## src/rtl/prng_pkg.sv

```systemverilog
package prng_pkg;
  localparam int unsigned DATA_W = 32;
  localparam int unsigned ADDR_W = 9;

  localparam logic [ADDR_W-1:0] CTRL_ADDR = 9'h000;
  localparam logic [ADDR_W-1:0] STAT_ADDR = 9'h010;
  localparam logic [ADDR_W-1:0] SEED_BASE = 9'h140;
  localparam logic [ADDR_W-1:0] OUT_BASE  = 9'h160;

  localparam int unsigned CTRL_MODE = 3;
  localparam int unsigned CTRL_GO   = 4;

  localparam int unsigned ST_RDY  = 0;
  localparam int unsigned ST_SEED = 1;
  localparam int unsigned ST_BUSY = 2;
  localparam int unsigned ST_PART = 3;
  localparam int unsigned ST_MSG  = 4;
  localparam int unsigned ST_DONE = 5;
  localparam int unsigned ST_ERR  = 7;

  localparam logic [DATA_W-1:0] ZERO_SUB = 32'h0000_0001;

  function automatic logic [DATA_W-1:0] xs_step(input logic [DATA_W-1:0] x);
    logic [DATA_W-1:0] y;
    y = x ^ (x << 13);
    y = y ^ (y >> 17);
    y = y ^ (y << 5);
    return y;
  endfunction
endpackage

```

## src/rtl/prng_seed_bank.sv

```systemverilog
module prng_seed_bank
  import prng_pkg::*;
#(
  parameter int unsigned NUM_WORDS = 5
) (
  input  logic                 clk_i,
  input  logic                 rst_ni,
  input  logic [NUM_WORDS-1:0] sel_i,
  input  logic [DATA_W-1:0]    data_i,
  output logic                 all_set_o,
  output logic [DATA_W-1:0]    fold_o
);
  logic [NUM_WORDS-1:0][DATA_W-1:0] seed_q;
  logic [NUM_WORDS-1:0][DATA_W-1:0] view;
  logic [NUM_WORDS:0][DATA_W-1:0]   acc;
  logic [NUM_WORDS-1:0]             seen_q;

  assign acc[0] = '0;

  for (genvar k = 0; k < NUM_WORDS; k++) begin : g_slot
    always_ff @(posedge clk_i or negedge rst_ni) begin
      if (!rst_ni)       seed_q[k] <= '0;
      else if (sel_i[k]) seed_q[k] <= data_i;
    end
    // fold sees the word being written this cycle
    assign view[k]  = sel_i[k] ? data_i : seed_q[k];
    assign acc[k+1] = acc[k] ^ view[k];
  end

  always_ff @(posedge clk_i or negedge rst_ni) begin
    if (!rst_ni)     seen_q <= '0;
    else if (|sel_i) seen_q <= seen_q | sel_i;
  end

  assign all_set_o = &seen_q;
  assign fold_o    = acc[NUM_WORDS];
endmodule

```

## src/rtl/prng_core.sv

```systemverilog
module prng_core
  import prng_pkg::*;
#(
  parameter int unsigned NUM_WORDS = 5
) (
  input  logic                             clk_i,
  input  logic                             rst_ni,
  input  logic                             load_i,
  input  logic [DATA_W-1:0]                seed_i,
  input  logic                             gen_i,
  output logic [NUM_WORDS-1:0][DATA_W-1:0] words_o
);
  logic [DATA_W-1:0]                state_q;
  logic [DATA_W-1:0]                seed_nz;
  logic [NUM_WORDS-1:0][DATA_W-1:0] chain;
  logic [NUM_WORDS-1:0][DATA_W-1:0] words_q;

  assign seed_nz  = (seed_i == '0) ? ZERO_SUB : seed_i;
  assign chain[0] = xs_step(state_q);

  for (genvar k = 1; k < NUM_WORDS; k++) begin : g_step
    assign chain[k] = xs_step(chain[k-1]);
  end

  always_ff @(posedge clk_i or negedge rst_ni) begin
    if (!rst_ni) begin
      state_q <= ZERO_SUB;
      words_q <= '0;
    end else if (load_i) begin
      state_q <= seed_nz;
    end else if (gen_i) begin
      state_q <= chain[NUM_WORDS-1];
      words_q <= chain;
    end
  end

  assign words_o = words_q;
endmodule

```

## src/rtl/prng_rd_port.sv

```systemverilog
module prng_rd_port
  import prng_pkg::*;
#(
  parameter int unsigned NUM_WORDS = 5
) (
  input  logic                             clk_i,
  input  logic                             rst_ni,
  input  logic                             rd_en_i,
  input  logic [ADDR_W-1:0]                addr_i,
  input  logic [DATA_W-1:0]                ctrl_i,
  input  logic [DATA_W-1:0]                status_i,
  input  logic [NUM_WORDS-1:0][DATA_W-1:0] words_i,
  output logic [DATA_W-1:0]                rd_data_o
);
  logic [DATA_W-1:0] sel_val;
  logic [DATA_W-1:0] rd_q;

  always_comb begin
    sel_val = '0;
    if (addr_i == CTRL_ADDR) sel_val = ctrl_i;
    if (addr_i == STAT_ADDR) sel_val = status_i;
    for (int k = 0; k < int'(NUM_WORDS); k++) begin
      if (addr_i == OUT_BASE + ADDR_W'(4 * k)) sel_val = words_i[k];
    end
  end

  always_ff @(posedge clk_i or negedge rst_ni) begin
    if (!rst_ni) rd_q <= '0;
    else         rd_q <= rd_en_i ? sel_val : '0;
  end

  assign rd_data_o = rd_q;
endmodule

```

## src/rtl/seeded_prng_regs.sv

```systemverilog
module seeded_prng_regs
  import prng_pkg::*;
#(
  parameter int unsigned NUM_WORDS = 5
) (
  input  logic              clk_i,
  input  logic              rst_ni,
  input  logic [ADDR_W-1:0] addr_i,
  input  logic              wr_en_i,
  input  logic [DATA_W-1:0] wr_data_i,
  input  logic              rd_en_i,
  output logic [DATA_W-1:0] rd_data_o
);
  logic [DATA_W-1:0]                ctrl_q;
  logic [2:0]                       sw_q;
  logic [DATA_W-1:0]                status_w;
  logic [NUM_WORDS-1:0]             seed_sel;
  logic                             seed_all;
  logic [DATA_W-1:0]                seed_fold;
  logic [NUM_WORDS-1:0][DATA_W-1:0] words;
  logic                             ctrl_wr;
  logic                             stat_wr;
  logic                             gen_fire;

  assign ctrl_wr = wr_en_i && (addr_i == CTRL_ADDR);
  assign stat_wr = wr_en_i && (addr_i == STAT_ADDR);

  for (genvar k = 0; k < NUM_WORDS; k++) begin : g_dec
    assign seed_sel[k] = wr_en_i && (addr_i == SEED_BASE + ADDR_W'(4 * k));
  end

  assign gen_fire = ctrl_wr && wr_data_i[CTRL_MODE] && wr_data_i[CTRL_GO] && seed_all;

  always_ff @(posedge clk_i or negedge rst_ni) begin
    if (!rst_ni) begin
      ctrl_q <= '0;
    end else if (ctrl_wr) begin
      ctrl_q          <= wr_data_i;
      ctrl_q[CTRL_GO] <= 1'b0;
    end
  end

  // sw_q = {done, msg, partial}
  always_ff @(posedge clk_i or negedge rst_ni) begin
    if (!rst_ni)       sw_q <= '0;
    else if (stat_wr)  sw_q <= wr_data_i[ST_DONE:ST_PART];
    else if (gen_fire) sw_q[2] <= 1'b1;
  end

  always_comb begin
    status_w          = '0;
    status_w[ST_RDY]  = 1'b1;
    status_w[ST_SEED] = seed_all;
    status_w[ST_BUSY] = 1'b0;
    status_w[ST_PART] = sw_q[0];
    status_w[ST_MSG]  = sw_q[1];
    status_w[ST_DONE] = sw_q[2];
    status_w[ST_ERR]  = 1'b0;
  end

  prng_seed_bank #(.NUM_WORDS(NUM_WORDS)) u_seed (
    .clk_i     (clk_i),
    .rst_ni    (rst_ni),
    .sel_i     (seed_sel),
    .data_i    (wr_data_i),
    .all_set_o (seed_all),
    .fold_o    (seed_fold)
  );

  prng_core #(.NUM_WORDS(NUM_WORDS)) u_core (
    .clk_i   (clk_i),
    .rst_ni  (rst_ni),
    .load_i  (|seed_sel),
    .seed_i  (seed_fold),
    .gen_i   (gen_fire),
    .words_o (words)
  );

  prng_rd_port #(.NUM_WORDS(NUM_WORDS)) u_rd (
    .clk_i     (clk_i),
    .rst_ni    (rst_ni),
    .rd_en_i   (rd_en_i),
    .addr_i    (addr_i),
    .ctrl_i    (ctrl_q),
    .status_i  (status_w),
    .words_i   (words),
    .rd_data_o (rd_data_o)
  );
endmodule

```

## config.mk

```make
export PLATFORM = sky130hd
export DESIGN_NAME = seeded_prng_regs
export DESIGN_NICKNAME = d
export VERILOG_FILES = /design/src/rtl/prng_pkg.sv /design/src/rtl/prng_seed_bank.sv /design/src/rtl/prng_core.sv /design/src/rtl/prng_rd_port.sv /design/src/rtl/seeded_prng_regs.sv
export SDC_FILE = /design/constraint.sdc
export NUM_CORES = 1
export LEC_CHECK = 0
export CORE_AREA = 2 2 312 314
export CTS_BUF_LIST = sky130_fd_sc_hd__clkbuf_4 sky130_fd_sc_hd__clkbuf_8 sky130_fd_sc_hd__clkbuf_16
export DETAILED_ROUTE_END_ITERATION = 12
export DIE_AREA = 0 0 314 316
export PLACE_DENSITY = 0.41
export SLEW_MARGIN = 40
export SYNTH_ARGS = -nofsm -noshare
export SYNTH_HDL_FRONTEND = slang
export SYNTH_SLANG_ARGS = --single-unit
```

## constraint.sdc

```tcl
create_clock -name clk_i -period 10.3 [get_ports clk_i]
set_clock_uncertainty 0.05 [all_clocks]
set_input_delay 1.03 -clock clk_i [delete_from_list [all_inputs] [get_ports clk_i]]
set_output_delay 1.03 -clock clk_i [all_outputs]
set_load 0.02 [all_outputs]
```

==> results of run 1 <==
-- Yosys cell counts (10+ instances only) --
master	number
dfrtp_1	422
nand2_1	265
xnor2_1	227
mux2_2	204
xor2_1	113
o21ai_0	94
xnor3_1	92
clkbuf_1	90
mux2i_1	66
a22oi_1	36
nor2_1	34
xor3_1	32
a222oi_1	27
a31oi_1	27
a21o_1	18
buf_2	14
a21oi_1	13
buf_1	13
o221ai_1	10
xnor2_2	10
-- how the worst min path moves through the flow --
stage / startpoint / endpoint / slack [ns] / cells past startpoint
global placement: u_seed.seen_q[2] / u_seed.seen_q[2] / 0.39 / 1
CTS: u_seed.seen_q[0] / u_seed.seen_q[0] / 0.41 / 1
floorplan: u_seed.seen_q[2] / u_seed.seen_q[2] / 0.38 / 1
detailed placement: u_seed.seen_q[0] / u_seed.seen_q[0] / 0.40 / 1
global route: rst_ni / u_rd.rd_data_o[7] / 0.43 / 1
finish: rst_ni / u_rd.rd_data_o[7] / 0.40 / 1
-- sequential cells by signal, summed over array words and instances, names as in the netlist --
name,cells
u_core.words_o,160
u_core.state_q,32
sw_q,3
u_seed.seed_q,160
u_seed.seen_q,5
u_rd.rd_data_o,32
ctrl_q,31
-- final cells by class --
cell class | count | area (µm²) | area share [%]
Clock buffer | 74 | 1499 | 5.422
Clock inverter | 11 | 127.6 | 0.4616
Inverter | 3 | 11.26 | 0.04073
Multi-Input combinational cell | 1370 | 12740 | 46.09
Sequential cell | 423 | 10590 | 38.29
Tap cell | 1276 | 1597 | 5.775
Timing Repair Buffer | 113 | 1084 | 3.919
-- metal layers --
| layer | GRT usage (%) | vias up |
|---|---|---|
| met5 | 0 | - |
| met4 | 3.436 | 4 |
| met3 | 2.119 | 92 |
| met2 | 25.57 | 369 |
| met1 | 23.31 | 7991 |
| li1 | - | 6737 |
-- metrics by stage --
| stage | utilization, % | setup WS, ns | cell area [µm²] | hold WS [ns] |
|---|---|---|---|---|
| after global placement | 26.92 | 4.173 | 25840 | 0.3936 |
| after CTS | 28.76 | 5.019 | 27610 | 0.4100 |
| after detailed placement | 27.07 | 4.493 | 25980 | 0.3975 |
| after floorplan | - | 6.080 | 23750 | 0.3767 |
| after global routing | 28.80 | 4.898 | 27650 | 0.4292 |
| final | 28.80 | 4.950 | 27650 | 0.3981 |
-- layout by cell type, fill, tap and decap left out, types with 18 or more instances in the layout --
master	count
dfrtp_1	422
nor2_1	29
a22oi_1	36
clkbuf_16	51
a31oi_1	27
a21o_1	18
nand2_1	264
xnor3_1	91
mux2_2	204
o21ai_0	94
xnor2_1	222
xor3_1	32
clkdlybuf4s50_1	75
a222oi_1	27
mux2i_1	66
buf_4	21
xor2_1	113
-- where the power goes --
group / internal (µW) / switching, µW / total (µW) / leakage [µW]
combinational: 2530 / 3970 / 6500 / 0.00633
sequential: 1690 / 30.2 / 1720 / 0.00589
clock: 1050 / 719 / 1770 / 0.000824
total: 5270 / 4720 / 9990 / 0.0130
-- logic make-up after synthesis --
| kind of cell | share of synthesized area (%) |
|---|---|
| flip-flops | 44.57 |
| XOR/XNOR | 27.34 |
| multiplexers | 12.45 |
| AO/OA/AOI/OAI | 7.343 |
| buffers and inverters | 2.223 |
| AND/OR/NAND/NOR | 6.078 |
==> out/metrics.cfg, run 1 <==
[status]
status = finished, final reports clean

[global_route]
grt_pass1_wl_um = 116400
antenna_found_initial = 3
grt_max_degree = 92
gr-total-overflow = 0
grt.total_usage_pct = 16.08
grt_pass1_vias = 15760

[logic_synthesis]
synth_cell_types = 56
synth_warnings = 0
synth_area_leaders = dfrtp_1, mux2_2, xnor3_1
synth-edff-count = 0
synth_fp_nets = 1966
synth_ff_type = dfrtp_1
syn_area_per_cell_um2 = 12.37
syn_area_mm2 = 0.02375
ys_seq_elements = 423
syn_inst = 1921
seq_area_frac_synth_pct = 44.57
synth.largest_area_cell = dfrtp_1
synth_top_cell_area_share_pct = 44.46
async_reset_ff_share_pct = 100.0

[timing]
fin_crit_ns = 5.350
finalCritPeriodShare_pct = 51.94
max_freq_mhz = 186.9
final-setup-viol-count = 0
rsz0062_at_grt = false
fin_setup_tns_ns = 0
tightest_slew_ns = 0.9512
maxSlewHeadroom_pct = 36.37
maxSlewViolCount = 0
hold_violations = 0

[placement]
dpl.cell_count = 3183
globalplace.congestion = 0.8478
numPortBuffers = 76
hpwl_um = 56980

[cts]
clock_sinks = 423
tritoncts = yes
postCtsHoldBufs = 0
clockBufferDepth = 3
clk_latency_ns = 0.61
cts_buffers = 51
cts_setup_buffers = 0
clockRootBuffer = clkbuf_16
cts.repair.resized = 0
htree_levels = 2
clkTransAtPathRegs_ns = 0.06

[drt]
wl_met1_um = 38460
viasPerCell = 4.646
wl_um = 79800
drt_pass1_iterations = 8
wl_met2_um = 36570
ant_nets = 0
route.vias.total = 15190
topRoutingLayerUsed = met5
drt_iter0_drc = 1159
wl_per_cell_um = 24.40
drc_errors = 0
dr_wl_met3_um = 3218

[die]
die_w_um = 314
core_area_mm2 = 0.09599
die_h_um = 316
pin_count = 77
num_rows = 114
die_area_mm2 = 0.09922
start_util_pct = 24.75

[min_path]
hold_path_class = input pin to asynchronous set/reset pin

[pwr]
power.total_uw = 9990
powerDensity_mw_per_mm2 = 361.3
ir_drop_mv = 0.3589
p_leak_uw = 0.01304

[setup_path]
max_stage_delay_ns = 0.74
cp.arrival_ns = 5.85
end_kind = flop
endpoint = u_core.state_q[7]
critPathBufInv = 0
worstPathCellList = xor3_1, xnor2_1, xnor3_1, xor2_1, xnor3_1, xnor3_1, or2_1, a21oi_1, a211o_1
worstPathRequired_ns = 10.80
reg2reg_to = u_core.state_q[7]
crit_cells = 9
r2r_cells = 9
r2r_slack_ns = 4.95
startpoint_type = flop
cp-startpoint = u_core.state_q[5]
reg2reg_from = u_core.state_q[5]
critPathKind = flop to flop
path_delay_family = XOR/XNOR gates
crit_top_cell = xnor3_1
cp_slowest_cell = xnor3_1
crit_fanout = 8

[flow_run]
drv_cap = 0

[finish]
diodes = 0
num-nets-final = 2007
drive_gt1_share_pct = 19.31
fill_cells = 9807
syn_to_final_growth_pct = 16.39
stdcell_count = 3270

No activity file was read; power rests on OpenSTA's default activity.
==> inputs of run 2 (changes only) <==
- PLACE_DENSITY: 0.41 -> 0.42
- clock period: 10.3 -> 4.5 ns (I/O delays scaled with it)
==> run 2 against run 1 <==
Wire length increased by 2.3%. Power increased to 2.7 times the previous value. Non-clock buffer count increased by 162. Sequential share of layout area decreased by 2.1 points. Cell count increased by 5.3%. Via count increased by 2.3%. Sequential power increased by 130%. Core utilization increased by 1.7 points. Design area increased by 5.8%.
==> out/metrics.cfg, run 2 (synthesized netlist as in run 1, its figures left out) <==
[drt]
ant_nets = 0  ; unchanged
wl_per_cell_um = 23.72  ; was 24.40 µm
route.vias.total = 15540  ; was 15190
dr_wl_met3_um = 4159  ; was 3218 µm
drt_pass1_iterations = 8  ; unchanged
wl_met1_um = 38420  ; was 38460 µm
topRoutingLayerUsed = met5  ; unchanged
viasPerCell = 4.513  ; was 4.646
drc_errors = 0  ; unchanged
wl_met2_um = 36960  ; was 36570 µm
wl_um = 81650  ; was 79800 µm
drt_iter0_drc = 1179  ; was 1159

[global_route]
grt_pass1_vias = 16320  ; was 15760
antenna_found_initial = 3  ; unchanged
grt_max_degree = 104  ; was 92
grt_pass1_wl_um = 117700  ; was 116400 µm
gr-total-overflow = 0  ; unchanged
grt.total_usage_pct = 16.43  ; was 16.08%

[finish]
final_common_cell = dfrtp_1  ; unchanged
regArea_mm2 = 0.01059  ; about the same
drive_gt1_share_pct = 25.44  ; was 19.31%
num-nets-final = 2170  ; was 2007
final_cell_mix = dfrtp_1, nand2_1, xnor2_1  ; unchanged
syn_to_final_growth_pct = 23.20  ; was 16.39%
fill_cells = 9673  ; was 9807
multi_input_area_mm2 = 0.01271  ; was 0.01274 mm²

[placement]
numPortBuffers = 76  ; unchanged
globalplace.congestion = 0.8887  ; was 0.8478
hpwl_um = 61740  ; was 56980 µm

[setup_path]
reg2reg_to = u_core.state_q[6]  ; was u_core.state_q[7]
end_kind = flop  ; unchanged
cp-startpoint = u_core.state_q[16]  ; was u_core.state_q[5]
reg2reg_from = u_core.state_q[16]  ; was u_core.state_q[5]
r2r_slack_ns = 0.12  ; was 4.95 ns
r2r_cells = 12  ; was 9
crit_top_cell = xnor3_1  ; unchanged
path_delay_family = XOR/XNOR gates  ; unchanged
critPathBufInv = 3  ; was 0
worstPathRequired_ns = 4.91  ; was 10.80 ns
max_stage_delay_ns = 0.60  ; was 0.74 ns
crit_fanout = 6  ; was 8
startpoint_type = flop  ; unchanged
cp.arrival_ns = 4.79  ; was 5.85 ns
endpoint = u_core.state_q[6]  ; was u_core.state_q[7]
critPathKind = flop to flop  ; unchanged
crit_cells = 12  ; was 9
worstPathCellList = xnor3_1, xnor2_1, buf_4, xnor3_1, xnor3_1, buf_4, xnor2_2, xnor3_1, xnor2_1, buf_4, xnor2_1, o221ai_1  ; was xor3_1, xnor2_1, xnor3_1, xor2_1, xnor3_1, xnor3_1, or2_1, a21oi_1, a211o_1
cp_slowest_cell = dfrtp_1  ; was xnor3_1

[pwr]
p_comb_share_pct = 67.5  ; was 65.1%
p_sw_uw = 11370  ; was 4721 µW
ir_drop_mv = 1.500  ; was 0.3589 mV
power.total_uw = 26540  ; was 9990 µW
clock_power_share_pct = 17.8  ; was 17.7%
p_leak_uw = 0.01397  ; was 0.01304 µW
switching_share_pct = 42.85  ; was 47.25%
seq_power_share_pct = 14.8  ; was 17.2%
powerDensity_mw_per_mm2 = 907.0  ; was 361.3 mW/mm²
intPower_uw = 15170  ; was 5270 µW

[flow_run]
drv_cap = 0  ; unchanged

[die]
pin_count = 77  ; unchanged
die_area_mm2 = 0.09922  ; unchanged
core_area_mm2 = 0.09599  ; unchanged
die_h_um = 316  ; unchanged
num_rows = 114  ; unchanged
start_util_pct = 24.75  ; unchanged
die_w_um = 314  ; unchanged

[cts]
clock_sinks = 423  ; unchanged
tritoncts = yes  ; unchanged
cts_buffers = 52  ; was 51
clockBufferDepth = 3  ; unchanged
clkTransAtPathRegs_ns = 0.06  ; about the same
cts_setup_buffers = 0  ; unchanged
clk_latency_ns = 0.64  ; was 0.61 ns
clockRootBuffer = clkbuf_16  ; unchanged
htree_levels = 2  ; unchanged

[timing]
fin_crit_ns = 4.384  ; was 5.350 ns
maxSlewViolCount = 0  ; unchanged
max_freq_mhz = 228.1  ; was 186.9 MHz
rsz0062_at_grt = false  ; unchanged
hold_violations = 0  ; unchanged
final-setup-viol-count = 0  ; unchanged
maxSlewHeadroom_pct = 40.45  ; was 36.37%
tightest_slew_ns = 0.8922  ; was 0.9512 ns
finalCritPeriodShare_pct = 97.42  ; was 51.94%
fin_setup_tns_ns = 0  ; unchanged

[status]
status = finished, final reports clean  ; unchanged

[min_path]
hold_path_class = input pin to asynchronous set/reset pin  ; unchanged

-- run 2: changes by cell type in the layout (fill, tap and decap cells not counted), sizes merged --
cell,previous run,this run
dlygate4sd3,0,1
bufinv,2,11
diode,0,1
buf,36,199
inv,3,6
clkbuf,76,68
clkinvlp,0,4
-- run 2: worst min path at each step --
stage | to | slack, ns | cells after the start
floorplan | ctrl_q[0] | 0.10 | 0
global placement | u_seed.seen_q[2] | 0.39 | 1
detailed placement | u_rd.rd_data_o[19] | 0.33 | 1
CTS | u_rd.rd_data_o[19] | 0.28 | 2
global route | u_rd.rd_data_o[19] | 0.29 | 2
finish | u_rd.rd_data_o[19] | 0.28 | 2
-- run 2: timing repair --
item / 4_1_cts / 5_1_grt
endpoints found under the hold margin: 36 / 0
gates resized for setup: 1 / 5
cloned: 0 / 0
pin swaps: 0 / 0
setup endpoints to repair: 3 / 7
hold buffers: 1 / 0
-- run 2: area by class of cell --
type / instances / area share, %
multi-input combinational: 1370 / 43.43
inverter: 3 / 0.03848
timing repair buffer: 275 / 8.226
clock inverter: 27 / 1.659
antenna: 1 / 0.008551
tap: 1276 / 5.456
sequential: 423 / 36.18
clock buffer: 68 / 5.007
-- run 2: routing by layer --
layer / track usage [%] / up-vias
met5: 0 / -
met4: 4.654 / 4
met3: 3.175 / 95
met2: 25.71 / 359
met1: 23.08 / 7993
li1: - / 7086
-- run 2: worst register-to-register path: cells and delay by family (launching register included) --
family,cells,cell delay [ns]
AOI/OAI and AO/OA,1,0.26
xor gates and xnor gates,8,2.72
buffers and inverters,3,0.57
DFF,1,0.60
-- run 2: stage by stage --
stage          std cells  area (µm²)  util, %  setup slack [ns]  hold slack, ns
2_1_floorplan       1921       23750        -            0.6872          0.1044
3_3_place_gp        3339       27190    28.33          -0.06892          0.3925
5_1_grt             3442       29260    30.48           0.01409          0.2903
4_1_cts             3440       29200    30.42           0.02229          0.2758
6_report            3443       29260    30.49            0.1161          0.2801
3_5_place_dp        3344       27240    28.38          -0.06263          0.3252
-- run 2: power groups by stage --
stage	combinational, µW	sequential [µW]	clock [µW]
final	17900	3920	4720
after global placement	17900	3990	0
after floorplan	9130	3960	0
after detailed placement	17800	3990	0
after CTS	17900	3920	4860
after global routing	18600	3920	5010
==> inputs of run 3 (changes only) <==
--- a/constraint.sdc
+++ b/constraint.sdc
@@ -3,3 +3,3 @@
 set_input_delay 0.45 -clock clk_i [delete_from_list [all_inputs] [get_ports clk_i]]
 set_output_delay 0.45 -clock clk_i [all_outputs]
-set_load 0.02 [all_outputs]
+set_load 0.05 [all_outputs]
==> results of run 3 <==
The final DEF is identical to that of run 2. Status: finished, final reports clean.
